==> src/rtl/pcimem_pkg.sv <==
`timescale 1ns/1ps
package pcimem_pkg;

    localparam int REG_AW = 8;

    typedef enum logic {
        RULE_NIBBLE = 1'b0,
        RULE_MASKED = 1'b1
    } rule_e;

    typedef enum logic [1:0] {
        GRP_WBASE = 2'd0,
        GRP_SMAP  = 2'd1,
        GRP_MISC  = 2'd2,
        GRP_NONE  = 2'd3
    } grp_e;

    typedef struct packed {
        logic       ok;
        grp_e       grp;
        logic [1:0] idx;
    } dec_t;

    typedef struct packed {
        logic        valid;
        logic        miss;
        logic [31:0] addr;
    } xlat_t;

    // Register decode: full aligned word only, page in addr[7:4], index in addr[3:2]
    function automatic dec_t reg_decode(logic [REG_AW-1:0] a, logic [3:0] be, int nwin);
        dec_t d;
        d.ok  = 1'b0;
        d.grp = GRP_NONE;
        d.idx = a[3:2];
        if (be == 4'hF && a[1:0] == 2'b00) begin
            case (a[7:4])
                4'h0: if (int'(a[3:2]) < nwin) begin d.ok = 1'b1; d.grp = GRP_WBASE; end
                4'h1: if (int'(a[3:2]) < nwin) begin d.ok = 1'b1; d.grp = GRP_SMAP;  end
                4'h2: if (a[3] == 1'b0)        begin d.ok = 1'b1; d.grp = GRP_MISC;  end
                default: ;
            endcase
        end
        return d;
    endfunction

    function automatic logic [31:0] calc_base(logic [31:0] map, rule_e r, logic [31:0] size);
        if (r == RULE_NIBBLE)
            return {map[3:0], 28'h0};
        return map & ~(size - 32'd1);
    endfunction

endpackage

==> src/rtl/pcimem_regs.sv <==
`timescale 1ns/1ps
module pcimem_regs
    import pcimem_pkg::*;
#(
    parameter int NWIN = 3
) (
    input  logic                      clk,
    input  logic                      rst,
    input  logic                      acc_en,
    input  logic                      acc_wr,
    input  logic [REG_AW-1:0]         acc_addr,
    input  logic [3:0]                acc_be,
    input  logic [31:0]               acc_wdata,
    output logic [31:0]               rdata_o,
    output logic                      err_o,
    output logic [NWIN-1:0][31:0]     wmap_o
);

    logic [NWIN-1:0][31:0] wmap_q;
    logic [NWIN-1:0][31:0] smap_q;
    logic [1:0][31:0]      misc_q;
    dec_t                  dec;
    logic [31:0]           rd_val;

    assign dec    = reg_decode(acc_addr, acc_be, NWIN);
    assign wmap_o = wmap_q;

    always_comb begin
        rd_val = '0;
        for (int i = 0; i < NWIN; i++) begin
            if (dec.grp == GRP_WBASE && int'(dec.idx) == i) rd_val = wmap_q[i];
            if (dec.grp == GRP_SMAP  && int'(dec.idx) == i) rd_val = smap_q[i];
        end
        if (dec.grp == GRP_MISC) rd_val = dec.idx[0] ? misc_q[1] : misc_q[0];
        if (!dec.ok) rd_val = '0;
    end

    always_ff @(posedge clk) begin
        if (rst) begin
            wmap_q  <= '0;
            smap_q  <= '0;
            misc_q  <= '0;
            rdata_o <= '0;
            err_o   <= 1'b0;
        end else begin
            err_o <= acc_en && !dec.ok;
            if (acc_en && acc_wr && dec.ok) begin
                for (int i = 0; i < NWIN; i++) begin
                    if (dec.grp == GRP_WBASE && int'(dec.idx) == i) wmap_q[i] <= acc_wdata;
                    if (dec.grp == GRP_SMAP  && int'(dec.idx) == i) smap_q[i] <= acc_wdata;
                end
                if (dec.grp == GRP_MISC) misc_q[dec.idx[0]] <= acc_wdata;
            end
            if (acc_en && !acc_wr)
                rdata_o <= rd_val;
        end
    end

    // a rejected access leaves the stored registers untouched
    p_bad_ignored_r6: assert property (@(posedge clk) disable iff (rst)
        err_o |-> (wmap_q == $past(wmap_q) && smap_q == $past(smap_q) && misc_q == $past(misc_q)));

    // a rejected read returns zero
    p_bad_rd_zero_r6: assert property (@(posedge clk) disable iff (rst)
        (err_o && !$past(acc_wr)) |-> (rdata_o == 32'd0));

endmodule

==> src/rtl/pcimem_win.sv <==
`timescale 1ns/1ps
module pcimem_win
    import pcimem_pkg::*;
#(
    parameter logic [31:0] SIZE_NIB = 32'h1000_0000,
    parameter logic [31:0] SIZE_MSK = 32'h0100_0000,
    parameter int          OFF_W    = 28
) (
    input  logic             clk,
    input  logic             rst,
    input  rule_e            rule_i,
    input  logic [31:0]      map_i,
    input  logic [OFF_W-1:0] off_i,
    output xlat_t            res_o
);

    logic [31:0] base_q;
    logic [31:0] size_q;
    logic [31:0] size_sel;
    logic [31:0] off_ext;
    logic        in_range;

    assign size_sel = (rule_i == RULE_NIBBLE) ? SIZE_NIB : SIZE_MSK;
    assign off_ext  = 32'(off_i);
    assign in_range = off_ext < size_q;

    always_ff @(posedge clk) begin
        if (rst) begin
            base_q <= '0;
            size_q <= size_sel;
        end else begin
            base_q <= calc_base(map_i, rule_i, size_sel);
            size_q <= size_sel;
        end
    end

    always_comb begin
        res_o.valid = in_range;
        res_o.miss  = !in_range;
        res_o.addr  = in_range ? (base_q + off_ext) : 32'd0;
    end

    // under the nibble rule the base carries only the top four address bits
    p_nib_align_r2: assert property (@(posedge clk) disable iff (rst)
        ($past(rule_i) == RULE_NIBBLE) |-> (base_q[27:0] == 28'd0));

    // under the masked rule the base is aligned to the window size
    p_msk_align_r3: assert property (@(posedge clk) disable iff (rst)
        ($past(rule_i) == RULE_MASKED) |-> ((base_q & (SIZE_MSK - 32'd1)) == 32'd0));

    // base only moves one cycle after its inputs move
    p_base_hold_r7: assert property (@(posedge clk) disable iff (rst)
        ($stable(map_i) && $stable(rule_i)) |=> $stable(base_q));

endmodule

==> src/rtl/pcimem_xlate.sv <==
`timescale 1ns/1ps
module pcimem_xlate
    import pcimem_pkg::*;
#(
    parameter int                 NWIN      = 3,
    parameter int                 OFF_W     = 28,
    parameter logic [NWIN*32-1:0] NIB_SIZES = {32'h1000_0000, 32'h1000_0000, 32'h0C00_0000},
    parameter logic [NWIN*32-1:0] MSK_SIZES = {32'h0800_0000, 32'h0400_0000, 32'h0100_0000}
) (
    input  logic              clk,
    input  logic              rst,
    input  logic              rule_sel,
    input  logic              reg_en,
    input  logic              reg_wr,
    input  logic [7:0]        reg_addr,
    input  logic [3:0]        reg_be,
    input  logic [31:0]       reg_wdata,
    output logic [31:0]       reg_rdata,
    output logic              reg_err,
    input  logic [NWIN-1:0]   win_hit,
    input  logic [OFF_W-1:0]  win_off,
    output logic              pci_valid,
    output logic              pci_miss,
    output logic [31:0]       pci_addr
);

    rule_e                 rule;
    logic [NWIN-1:0][31:0] wmap;
    xlat_t                 res [NWIN];
    xlat_t                 pick;
    xlat_t                 out_q;
    logic                  found;

    assign rule = rule_e'(rule_sel);

    pcimem_regs #(.NWIN(NWIN)) u_regs (
        .clk       (clk),
        .rst       (rst),
        .acc_en    (reg_en),
        .acc_wr    (reg_wr),
        .acc_addr  (reg_addr),
        .acc_be    (reg_be),
        .acc_wdata (reg_wdata),
        .rdata_o   (reg_rdata),
        .err_o     (reg_err),
        .wmap_o    (wmap)
    );

    for (genvar g = 0; g < NWIN; g++) begin : g_win
        pcimem_win #(
            .SIZE_NIB (NIB_SIZES[g*32 +: 32]),
            .SIZE_MSK (MSK_SIZES[g*32 +: 32]),
            .OFF_W    (OFF_W)
        ) u_win (
            .clk    (clk),
            .rst    (rst),
            .rule_i (rule),
            .map_i  (wmap[g]),
            .off_i  (win_off),
            .res_o  (res[g])
        );
    end

    // Lowest index wins
    always_comb begin
        pick  = '0;
        found = 1'b0;
        for (int i = 0; i < NWIN; i++) begin
            if (!found && win_hit[i]) begin
                pick  = res[i];
                found = 1'b1;
            end
        end
    end

    always_ff @(posedge clk) begin
        if (rst)        out_q <= '0;
        else if (found) out_q <= pick;
        else            out_q <= '0;
    end

    assign pci_valid = out_q.valid;
    assign pci_miss  = out_q.miss;
    assign pci_addr  = out_q.addr;

    // valid and miss never together, a miss carries a zero address
    p_excl_r4: assert property (@(posedge clk) disable iff (rst)
        !(pci_valid && pci_miss));
    p_miss_zero_r4: assert property (@(posedge clk) disable iff (rst)
        pci_miss |-> (pci_addr == 32'd0));

    // every hit yields exactly one registered verdict next cycle
    p_resp_r7: assert property (@(posedge clk) disable iff (rst)
        (|win_hit) |=> (pci_valid || pci_miss));

    // no hit means a quiet output next cycle
    p_idle_r8: assert property (@(posedge clk) disable iff (rst)
        (win_hit == '0) |=> (!pci_valid && !pci_miss));

endmodule

==> config.mk <==
export PLATFORM = sky130hd
export DESIGN_NAME = pcimem_xlate
export DESIGN_NICKNAME = d
export VERILOG_FILES = /design/src/rtl/pcimem_pkg.sv /design/src/rtl/pcimem_regs.sv /design/src/rtl/pcimem_win.sv /design/src/rtl/pcimem_xlate.sv
export SDC_FILE = /design/constraint.sdc
export NUM_CORES = 1
export LEC_CHECK = 0
export BUFFER_PORTS_ARGS = -buffer_cell sky130_fd_sc_hd__buf_2
export CORE_MARGIN = 2
export CORE_UTILIZATION = 64
export CTS_CLUSTER_DIAMETER = 150
export CTS_CLUSTER_SIZE = 16
export DETAILED_ROUTE_END_ITERATION = 16
export GPL_TIMING_DRIVEN = 0
export PLACE_DENSITY = 0.81
export SYNTH_ARGS = -nofsm -noshare
export SYNTH_HDL_FRONTEND = slang
export SYNTH_SLANG_ARGS = --single-unit
export TNS_END_PERCENT = 5
==> constraint.sdc <==
create_clock -name clk -period 3.5 [get_ports clk]
set_input_delay 0.525 -clock clk [delete_from_list [all_inputs] [get_ports clk]]
set_output_delay 0.525 -clock clk [all_outputs]
set_load 0.1 [all_outputs]
==> metrics.cfg, run 1 <==
[cts]
cts_tree = built
cts_repair_resize_count = 0
post_cts.repair.setup_buffers = 0
number_of_levels_in_the_clock_h_tree = 1
number_of_buffers_created_by_cts = 25
clkSinkCount = 344
ctsHoldBuffers = 0
cts.root.buffer_cell = clkbuf_16
path_clk_slew_ns = 0.07
worstSkewPairLatency_ns = 0.55
cts.path.max_buffers = 3

[yosys]
dominantRegCellSynth = dfxtp_1
postSynth.asyncResetShare_pct = 0
synth_top_area_cell = dfxtp_1
avgSynthCellArea_sq_um = 7.87
post_synth_num_cell_types = 53
syn_inst = 1887
synthesis.area_sq_um = 14800
synth_edf_count = 0
synth_top_cells_by_area = dfxtp_1, nand2_1, a21oi_1
yosys.cell_count.top_type = nand2_1
synth.yosys.warnings = 0
syn-num-nets = 1979
post_synth_most_frequent_cells = nand2_1, dfxtp_1, a21oi_1, clkbuf_1, nor2_1
seq_total_area_yosys_pct = 46.4
synth_top_area_share_pct = 46.4
synth.ff_latch_count = 344

[timing]
finalHoldViolations = 0
worstMarginPinSlew_ns = 1.14
finalSetupViolCount = 0
worst_slew_margin_rel_pct = 23.9
final.setup.tns_ns = 0
max_freq_mhz = 334
worst_clock_skew_ns = 0.0127
final.min_clock_period_ns = 2.99
timing.final.max_slew_violations = 0
rsz_0062_raised_after_global_routing = false
setup_slack_ns = 0.507
timing.final.crit_share_pct = 85.5

[grt]
global_route.overflow_total = 0
first_global_vias = 13800
initial_antenna_violation_count = 0
grt_usage_pct = 42.5
grt_start_max_net_pins = 17
grt_pass1_wl_mm = 78.6

[status]
result_of_the_run = finished, final reports clean

[detailed_routing]
ant_nets = 0
drtIter0Drc = 2039
overall_via_count_from_detail_route = 14800
drc = 0
drt_wl_total_mm = 52.9
met2WireLength_mm = 23.0
detailroute.wirelength.met3_mm = 6.77
detail_route.vias_per_cell = 6.43
wire_length_the_detailed_router_placed_on_met1_mm = 19.5
detail_route.first_pass.iterations = 6
top_layer_used = met4
post_drt_wl_per_cell_um = 22.9

[die]
fp-row-count = 55
die_h_um = 156
die-area_sq_um = 24400
chipWidth_um = 156
io-pin-count = 147
initial_core_util_pct = 65.4
area_of_the_core_sq_um = 22700

[placement]
port-buffer-count = 112
placed_cells_incl_taps = 2284
dp.final_hpwl_mm = 36.2
placement.setup.worst_slack_ns = 0.135
finalWeightedCongestion = 0.991

[finish]
design.final.nets = 2118
sequential_cell_area_sq_um = 6890
insertedDiodeCount = 0
layoutNonFillerInstCount = 2310
area.growth.synth_to_final_pct = 10.4
nFillCells = 1899
final_layout_size_suffix_gt1_share_pct = 10.9
area_taken_by_multi_input_logic_gates_sq_um = 7070
finish.utilization_pct = 72.2

[min_path]
min_path_type = primary input to flip-flop

[critical_path]
worst-setup-path-type = primary input to flip-flop
critical-path-slowest-cell = clkbuf_1
worstPathArrival_ns = 3.42
cp.required_ns = 3.93
path_common_cell = clkbuf_1
max_stage_delay_ns = 0.74
path_cells = buf_2 -> clkbuf_1 -> clkbuf_1 -> clkbuf_1 -> a211oi_1 -> o31a_1 -> a311oi_1
crit_path_end_kind = flip-flop
timing.critical_path.from_type = primary input
critical_path_peak_fanout = 10

[pwr]
static-leakage-power_uw = 0.00570
vdd_ir_drop_max_uv = 423
internal_power_uw = 5300
pwr-share-clk_pct = 37.0
power.density_nw_per_um2 = 434
sequentialPowerShare_pct = 55.3
fin_total_pwr_uw = 7110
p_comb_share_pct = 7.7
switching_share_pct = 25.5
power.switching_uw = 1810

[flow_run]
maxCapViolCount = 0

[metal layers]
layer  up-vias  track usage (%)
met5         -                0
met4         0             26.4
met3       225             9.03
met2      1121             66.2
met1      6800             54.1
li1       6699                -
[path summary, 6_finish.rpt]
check	startpoint	to	slack [ns]	depth (start not counted)
max reg2reg	g_win[2].u_win.size_q[27]	pci_addr[14]	1.21	6
min reg2reg	u_regs.misc_q[19]	u_regs.misc_q[19]	0.45	2
min	rule_sel	g_win[2].u_win.size_q[27]	0.11	1
max	reg_addr[2]	u_regs.rdata_o[27]	0.51	7
[stage by stage]
stage                     hold slack, ns  instance area (sq um)
after floorplan                    0.432                  14800
after global placement             0.437                  15800
after detailed placement           0.442                  15800
after CTS                          0.104                  16400
after global routing               0.107                  16400
final                              0.110                  16400
[cells by family (layout without fill, tap and decap cells)]
| logic type | after synthesis | count (layout) | synth area share, % |
|---|---|---|---|
| AO/OA/AOI/OAI | 512 | 512 | 21.3 |
| XOR/XNOR | 11 | 11 | 0.649 |
| adder cells (fa/ha/maj) | 12 | 12 | 1.11 |
| buffers and inverters | 198 | 336 | 5.97 |
| multiplexers | 12 | 12 | 0.809 |
| flip-flops | 344 | 344 | 46.4 |
| AND/OR/NAND/NOR | 798 | 798 | 23.8 |
[power by group through the flow]
| stage | Clock [uW] | Combinational, uW | Sequential [uW] |
|---|---|---|---|
| global placement | 0 | 523 | 4030 |
| CTS | 2610 | 530 | 3930 |
| global route | 2740 | 564 | 3940 |
| floorplan | 0 | 203 | 4170 |
| finish | 2630 | 547 | 3930 |
| detailed placement | 0 | 528 | 4030 |
[cells in the final DEF, fill, tap and decap left out, types with 3 or more instances in the layout]
| cell type | count |
|---|---|
| dfxtp_1 | 344 |
| nor2_1 | 88 |
| and3_1 | 6 |
| buf_4 | 15 |
| clkbuf_16 | 25 |
| clkbuf_1 | 122 |
| xnor2_1 | 6 |
| a21oi_1 | 270 |
| a222oi_1 | 4 |
| buf_6 | 4 |
| or3_1 | 7 |
| o21ai_0 | 9 |
| o21ai_1 | 30 |
| nor4b_1 | 33 |
| nand4_1 | 3 |
| buf_2 | 158 |
| nand3_1 | 6 |
| ha_1 | 10 |
| a21o_1 | 34 |
| mux2i_1 | 12 |
| o31a_1 | 32 |
| a22oi_1 | 4 |
| nor4_2 | 3 |
| nand2_1 | 556 |
| a221oi_1 | 26 |
| and2_1 | 33 |
| nand2b_1 | 5 |
| nor2b_1 | 33 |
| o22ai_1 | 32 |
| buf_1 | 3 |
| inv_1 | 8 |
| a211oi_1 | 39 |
| a311oi_1 | 26 |
| nor3_2 | 6 |
| xor2_1 | 5 |
| nor3_1 | 3 |
[final cells by class]
class / instances / area share (%)
Multi-Input combinational cell: 1345 / 43.1
Tap cell: 285 / 2.17
Buffer: 190 / 5.23
Clock buffer: 25 / 3.81
Sequential cell: 344 / 42.0
Timing Repair Buffer: 112 / 3.42
Inverter: 8 / 0.183
Clock inverter: 1 / 0.0534
[flip-flops by register name, indices dropped and copies added (netlist names), 2 cells and up]
name	flops
u_regs.smap_q	96
g_win.u_win.base_q	19
u_regs.wmap_o	96
u_regs.rdata_o	32
u_regs.misc_q	64
pci_addr	32
g_win.u_win.size_q	2
[worst max-delay path: cells and delay by family]
kind,cells,cell delay [ns]
AOI/OAI and AO/OA,3,0.77
buffers and inverters,4,2.11
Power figures use the tool's default switching activity.
==> run 2: changes to the inputs <==
--- a/config.mk
+++ b/config.mk
@@ -12,7 +12,7 @@
 export CTS_CLUSTER_SIZE = 16
 export DETAILED_ROUTE_END_ITERATION = 16
 export GPL_TIMING_DRIVEN = 0
-export PLACE_DENSITY = 0.81
+export PLACE_DENSITY = 0.85
 export SYNTH_ARGS = -nofsm -noshare
 export SYNTH_HDL_FRONTEND = slang
 export SYNTH_SLANG_ARGS = --single-unit
==> metrics.cfg, run 2 (synthesized netlist as in run 1, its figures left out) <==
[die]
die-area_sq_um = 24400  ; unchanged
initial_core_util_pct = 65.4  ; unchanged
io-pin-count = 147  ; unchanged
chipWidth_um = 156  ; unchanged
die_h_um = 156  ; unchanged
fp-row-count = 55  ; unchanged
area_of_the_core_sq_um = 22700  ; unchanged

[finish]
design.final.nets = 2118  ; unchanged
layout.cells.most_common = nand2_1
stdcell_area_sq_um = 16400  ; unchanged
final_layout_size_suffix_gt1_share_pct = 10.9  ; unchanged
insertedDiodeCount = 0  ; unchanged
layoutNonFillerInstCount = 2310  ; unchanged
area.growth.synth_to_final_pct = 10.4  ; unchanged
mostFrequentLayoutCells = nand2_1, dfxtp_1, a21oi_1, buf_2, clkbuf_1

[grt]
first_global_vias = 14000  ; +1.3%
grt_usage_pct = 41.1  ; -1.4 points
grt_pass1_wl_mm = 76.7  ; -2.4%
grt_start_max_net_pins = 17  ; unchanged
global_route.overflow_total = 0  ; unchanged
initial_antenna_violation_count = 0  ; unchanged

[timing]
finalHoldViolations = 0  ; unchanged
timing.final.crit_share_pct = 88.1  ; +2.6 points
final.min_clock_period_ns = 3.08  ; +0.0901 ns
worstMarginPinSlew_ns = 1.11  ; -0.0275 ns
final.setup.tns_ns = 0  ; unchanged
finalSetupViolCount = 0  ; unchanged
timing.final.max_slew_violations = 0  ; unchanged
worst_clock_skew_ns = 0.0149  ; +0.00222 ns
worst_slew_margin_rel_pct = 25.8  ; +1.8 points
max_freq_mhz = 324  ; -2.9%
setup_slack_ns = 0.417  ; -0.0901 ns
rsz_0062_raised_after_global_routing = false

[detailed_routing]
ant_nets = 0  ; unchanged
drt_wl_total_mm = 51.0  ; -3.6%
post_drt_wl_per_cell_um = 22.1  ; -3.6%
detail_route.vias_per_cell = 6.51  ; +1.3%
detail_route.first_pass.iterations = 8  ; +2
overall_via_count_from_detail_route = 15000  ; +1.3%
drc = 0  ; unchanged
drtIter0Drc = 2102  ; +3.1%

[pwr]
internal_power_uw = 5300  ; about the same
power.switching_uw = 1790  ; -1.3%
pwr-share-clk_pct = 36.9  ; about the same
vdd_ir_drop_max_uv = 429  ; +1.4%
sequentialPowerShare_pct = 55.5  ; +0.2 points
fin_total_pwr_uw = 7090  ; -0.33%
switching_share_pct = 25.2  ; -0.24 points
static-leakage-power_uw = 0.00570  ; unchanged
p_comb_share_pct = 7.6  ; about the same
power.density_nw_per_um2 = 432  ; -0.33%

[critical_path]
critical-path-slowest-cell = clkbuf_1
cp.required_ns = 3.93  ; about the same
buffers_and_inverters_on_the_worst_path = 4  ; unchanged
worstPathArrival_ns = 3.52  ; +0.10 ns
crit_path_end_kind = flip-flop
path_cells = buf_2 -> clkbuf_1 -> clkbuf_1 -> clkbuf_1 -> a211oi_1 -> o31a_1 -> a311oi_1
path_common_cell = clkbuf_1
critical-path-top-delay-family = buffers and inverters
timing.critical_path.from_type = primary input
worst-setup-path-type = primary input to flip-flop
max_stage_delay_ns = 0.76  ; +0.02 ns
critical_path_peak_fanout = 10  ; unchanged

[cts]
cts_tree = built
cts_repair_resize_count = 0  ; unchanged
worstSkewPairLatency_ns = 0.54  ; about the same
clkSinkCount = 344  ; unchanged
post_cts.repair.setup_buffers = 0  ; unchanged
cts.path.max_buffers = 3  ; unchanged
number_of_levels_in_the_clock_h_tree = 1  ; unchanged
path_clk_slew_ns = 0.07  ; about the same
number_of_buffers_created_by_cts = 25  ; unchanged
cts.root.buffer_cell = clkbuf_16
ctsHoldBuffers = 0  ; unchanged

[placement]
detailed_place.area_sq_um = 15800  ; unchanged
finalWeightedCongestion = 1.07  ; +8.0%
dp.final_hpwl_mm = 35.3  ; -2.4%
placed_cells_incl_taps = 2284  ; unchanged
port-buffer-count = 112  ; unchanged
placement.setup.worst_slack_ns = 0.0518  ; -0.0831 ns

[status]
result_of_the_run = finished, final reports clean

[min_path]
min_path_type = primary input to flip-flop

[flow_run]
maxCapViolCount = 0  ; unchanged

run 2: cell counts in the layout (fill, tap and decap cells not counted):
No cell type changed its count.
run 2: layout make-up:
class / instances / area [sq um]
Clock buffer: 25 / 626
Tap cell: 285 / 357
Buffer: 190 / 857
Sequential cell: 344 / 6890
Timing Repair Buffer: 112 / 561
Fill cell: 1901 / 6310
Clock inverter: 1 / 8.76
Inverter: 8 / 30.0
Multi-Input combinational cell: 1345 / 7070
run 2: path summary, 6_finish.rpt:
kind | from | endpoint | slack [ns] | depth (start not counted)
worst min register to register | u_regs.misc_q[14] | u_regs.misc_q[14] | 0.45 | 2
worst max-delay path | reg_addr[2] | u_regs.rdata_o[0] | 0.42 | 7
worst max register to register | g_win[2].u_win.size_q[27] | pci_addr[19] | 1.26 | 6
worst min-delay path | rule_sel | g_win[2].u_win.size_q[27] | 0.10 | 1
run 2: routing by layer:
metal | vias to the layer above | wire length (um) | GRT usage, %
li1 | 6679 | - | -
met1 | 6890 | 18500 | 52.4
met2 | 1191 | 21100 | 62.1
met3 | 278 | 7010 | 8.50
met4 | 0 | 4420 | 29.9
met5 | - | 0 | 0
run 2: stage by stage:
stage | utilization [%] | hold WS [ns]
2_1_floorplan | - | 0.432
3_3_place_gp | 69.4 | 0.437
3_5_place_dp | 69.4 | 0.442
4_1_cts | 72.2 | 0.0968
5_1_grt | 72.2 | 0.118
6_report | 72.2 | 0.103
run 2: power groups by stage:
stage,Sequential [uW],Clock (uW),Combinational (uW)
floorplan,4170,0,203
global placement,4030,0,517
detailed placement,4030,0,523
CTS,3940,2600,525
global route,3940,2740,559
finish,3930,2610,542
==> run 3: changes to the inputs <==
--- a/config.mk
+++ b/config.mk
@@ -11,9 +11,10 @@
 export CTS_CLUSTER_DIAMETER = 150
 export CTS_CLUSTER_SIZE = 16
 export DETAILED_ROUTE_END_ITERATION = 16
-export GPL_TIMING_DRIVEN = 0
+export GPL_TIMING_DRIVEN = 1
 export PLACE_DENSITY = 0.85
 export SYNTH_ARGS = -nofsm -noshare
 export SYNTH_HDL_FRONTEND = slang
+export SYNTH_HIERARCHICAL = 1
 export SYNTH_SLANG_ARGS = --single-unit
 export TNS_END_PERCENT = 5
==> metrics.cfg, run 3 <==
[cts]
path_clk_slew_ns = 0.08  ; about the same
clkSinkCount = 348  ; +1.2%
ctsHoldBuffers = 0  ; unchanged
cts_tree = built
number_of_buffers_created_by_cts = 25  ; unchanged
worstSkewPairLatency_ns = 0.54  ; about the same
post_cts.repair.setup_buffers = 0  ; unchanged
cts.path.max_buffers = 3  ; unchanged
number_of_levels_in_the_clock_h_tree = 1  ; unchanged
cts.root.buffer_cell = clkbuf_16
cts_repair_resize_count = 0  ; unchanged

[pwr]
static-leakage-power_uw = 0.00609  ; +6.9%
fin_total_pwr_uw = 7420  ; +4.6%
vdd_ir_drop_max_uv = 374  ; -13%
power.density_nw_per_um2 = 419  ; -3.1%

[timing]
finalSetupViolCount = 0  ; unchanged
final.setup.tns_ns = 0  ; unchanged
worst_slew_margin_rel_pct = 35.2  ; +9.5 points
max_freq_mhz = 400  ; +23%
rsz_0062_raised_after_global_routing = false
finalHoldViolations = 0  ; unchanged
final.min_clock_period_ns = 2.50  ; -0.586 ns
setup_slack_ns = 1.00  ; +0.586 ns
timing.final.max_slew_violations = 0  ; unchanged
worstMarginPinSlew_ns = 0.970  ; -0.144 ns
worst_clock_skew_ns = 0.0125  ; -0.00239 ns
timing.final.crit_share_pct = 71.4  ; -17 points

[finish]
design.final.nets = 2177  ; +2.8%
nFillCells = 1949  ; +2.5%
layout.cells.most_common = nand2_1
final_layout_size_suffix_gt1_share_pct = 15.9  ; +5.0 points
mostFrequentLayoutCells = nand2_1, dfxtp_1, a21oi_1, buf_2, nor2_1
sequential_cell_area_sq_um = 6970  ; +1.2%
insertedDiodeCount = 0  ; unchanged
area_taken_by_multi_input_logic_gates_sq_um = 8420  ; +19%
stdcell_area_sq_um = 17700  ; +8.0%
area.growth.synth_to_final_pct = 8.06
finish.utilization_pct = 70.3  ; -1.9 points

[yosys]
synth_top_cells_by_area = dfxtp_1, nand2_1, a21oi_1
seq_total_area_yosys_pct = 42.5  ; -3.9 points
synth.ff_latch_count = 348  ; +1.2%
syn_inst = 2070  ; +9.7%
synth_edf_count = 0  ; unchanged
yosys.cell_count.top_type = nand2_1
post_synth_num_cell_types = 66  ; +25%
syn-num-nets = 2162  ; +9.2%
postSynth.asyncResetShare_pct = 0  ; unchanged
synth.yosys.warnings = 6  ; +6
synthesis.area_sq_um = 16400  ; +10%
avgSynthCellArea_sq_um = 7.92  ; +0.60%
post_synth_most_frequent_cells = nand2_1, dfxtp_1, a21oi_1, nor2_1, clkbuf_1
synth_top_area_cell = dfxtp_1
dominantRegCellSynth = dfxtp_1
synth_top_area_share_pct = 42.5  ; -3.9 points

[detailed_routing]
drc = 0  ; unchanged
detail_route.first_pass.iterations = 8  ; unchanged
ant_nets = 0  ; unchanged
drt_wl_total_mm = 49.1  ; -3.9%
drtIter0Drc = 2232  ; +6.2%
post_drt_wl_per_cell_um = 20.3  ; -8.0%
overall_via_count_from_detail_route = 15800  ; +4.9%
detail_route.vias_per_cell = 6.53  ; +0.34%

[placement]
port-buffer-count = 146  ; +30%
dp.final_hpwl_mm = 30.4  ; -14%
detailed_place.area_sq_um = 17100  ; +8.2%
finalWeightedCongestion = 0.867  ; -19%
placement.setup.worst_slack_ns = 0.580  ; +0.528 ns

[die]
die-area_sq_um = 26900  ; +10%
die_h_um = 164  ; +4.9%
area_of_the_core_sq_um = 25200  ; +11%
initial_core_util_pct = 65.1  ; -0.31 points
chipWidth_um = 164  ; +4.9%
fp-row-count = 58  ; +5.5%
io-pin-count = 147  ; unchanged

[status]
result_of_the_run = finished, final reports clean

[grt]
grt_start_max_net_pins = 216  ; +199
grt_pass1_wl_mm = 76.3  ; -0.57%
first_global_vias = 14900  ; +7.0%
initial_antenna_violation_count = 1  ; +1
grt_usage_pct = 35.3  ; -5.9 points
global_route.overflow_total = 0  ; unchanged

[critical_path]
crit_path_end_kind = flip-flop
worstPathArrival_ns = 2.96  ; -0.56 ns
worst-setup-path-type = primary input to flip-flop
timing.critical_path.from_type = primary input
critical_path_peak_fanout = 23  ; +13
cp.required_ns = 3.96  ; +0.03 ns

[min_path]
min_path_type = primary input to flip-flop

[flow_run]
maxCapViolCount = 0  ; unchanged

[run 3: cell count changes in the layout (fill, tap and decap cells not counted), sizes merged, moves of 31 or more]
cell	change
a221oi	+39
a21oi	+65
mux2i	+37
clkbuf	-121
a211oi	-37
nor4b	-31
nand2	-67
a21o	-33
nor2	+33
o22ai	-32
nor3	+63
[run 3: final timing paths]
check,slack (ns),to,cells past startpoint,start
setup / recovery,1.00,u_regs/smap_q[63],8,reg_addr[2]
hold / removal,0.29,u_regs/smap_q[68],3,reg_wdata[4]
setup reg to reg,1.46,pci_addr[28],8,g_win[0].u_win/base_q[24]
hold reg to reg,0.45,u_regs/misc_q[25],2,u_regs/misc_q[25]
[run 3: power breakdown]
part / internal [uW] / switching (uW) / total (uW)
combinational: 187 / 559 / 746
clock: 1340 / 1340 / 2680
sequential: 3980 / 8.89 / 3990
total: 5510 / 1910 / 7420
[run 3: final cells by class]
class,count,share of cell area [%]
Timing Repair Buffer,202,6.69
Multi-Input combinational cell,1490,47.5
Inverter,18,0.396
Clock inverter,1,0.170
Clock buffer,25,3.53
Tap cell,330,2.33
Sequential cell,348,39.3
[run 3: logic make-up after synthesis]
group,count (synthesis),synth area share (%)
AOI/OAI and AO/OA,539,20.3
xor gates and xnor gates,8,0.428
adders and majority gates,12,1.01
buffers and inverters,232,6.61
DFF,348,42.5
muxes,78,4.99
and+or+nand+nor,853,24.2
[run 3: worst max-delay path: stages]
cell and delay (ns):
buf_2 0.12, buf_4 0.34, inv_2 0.33, nor3_1 0.46, and4b_1 0.53, buf_4 0.37
nand2_1 0.10, a21oi_1 0.15
[run 3: through the flow]
step	hold WS [ns]	std cells
after detailed placement	0.441	2388
final	0.288	2414
after floorplan	0.428	2070
after CTS	0.286	2414
after global routing	0.282	2414
after global placement	0.434	2388
[run 3: metal layers]
metal  global-route usage (%)  part of all wire [%]  vias up
li1                         -                     -     7091
met1                     45.6                    38     7379
met2                     58.5                    46     1094
met3                     5.71                    11      202
met4                     15.3                   4.3        2
met5                        0                 0.014        -
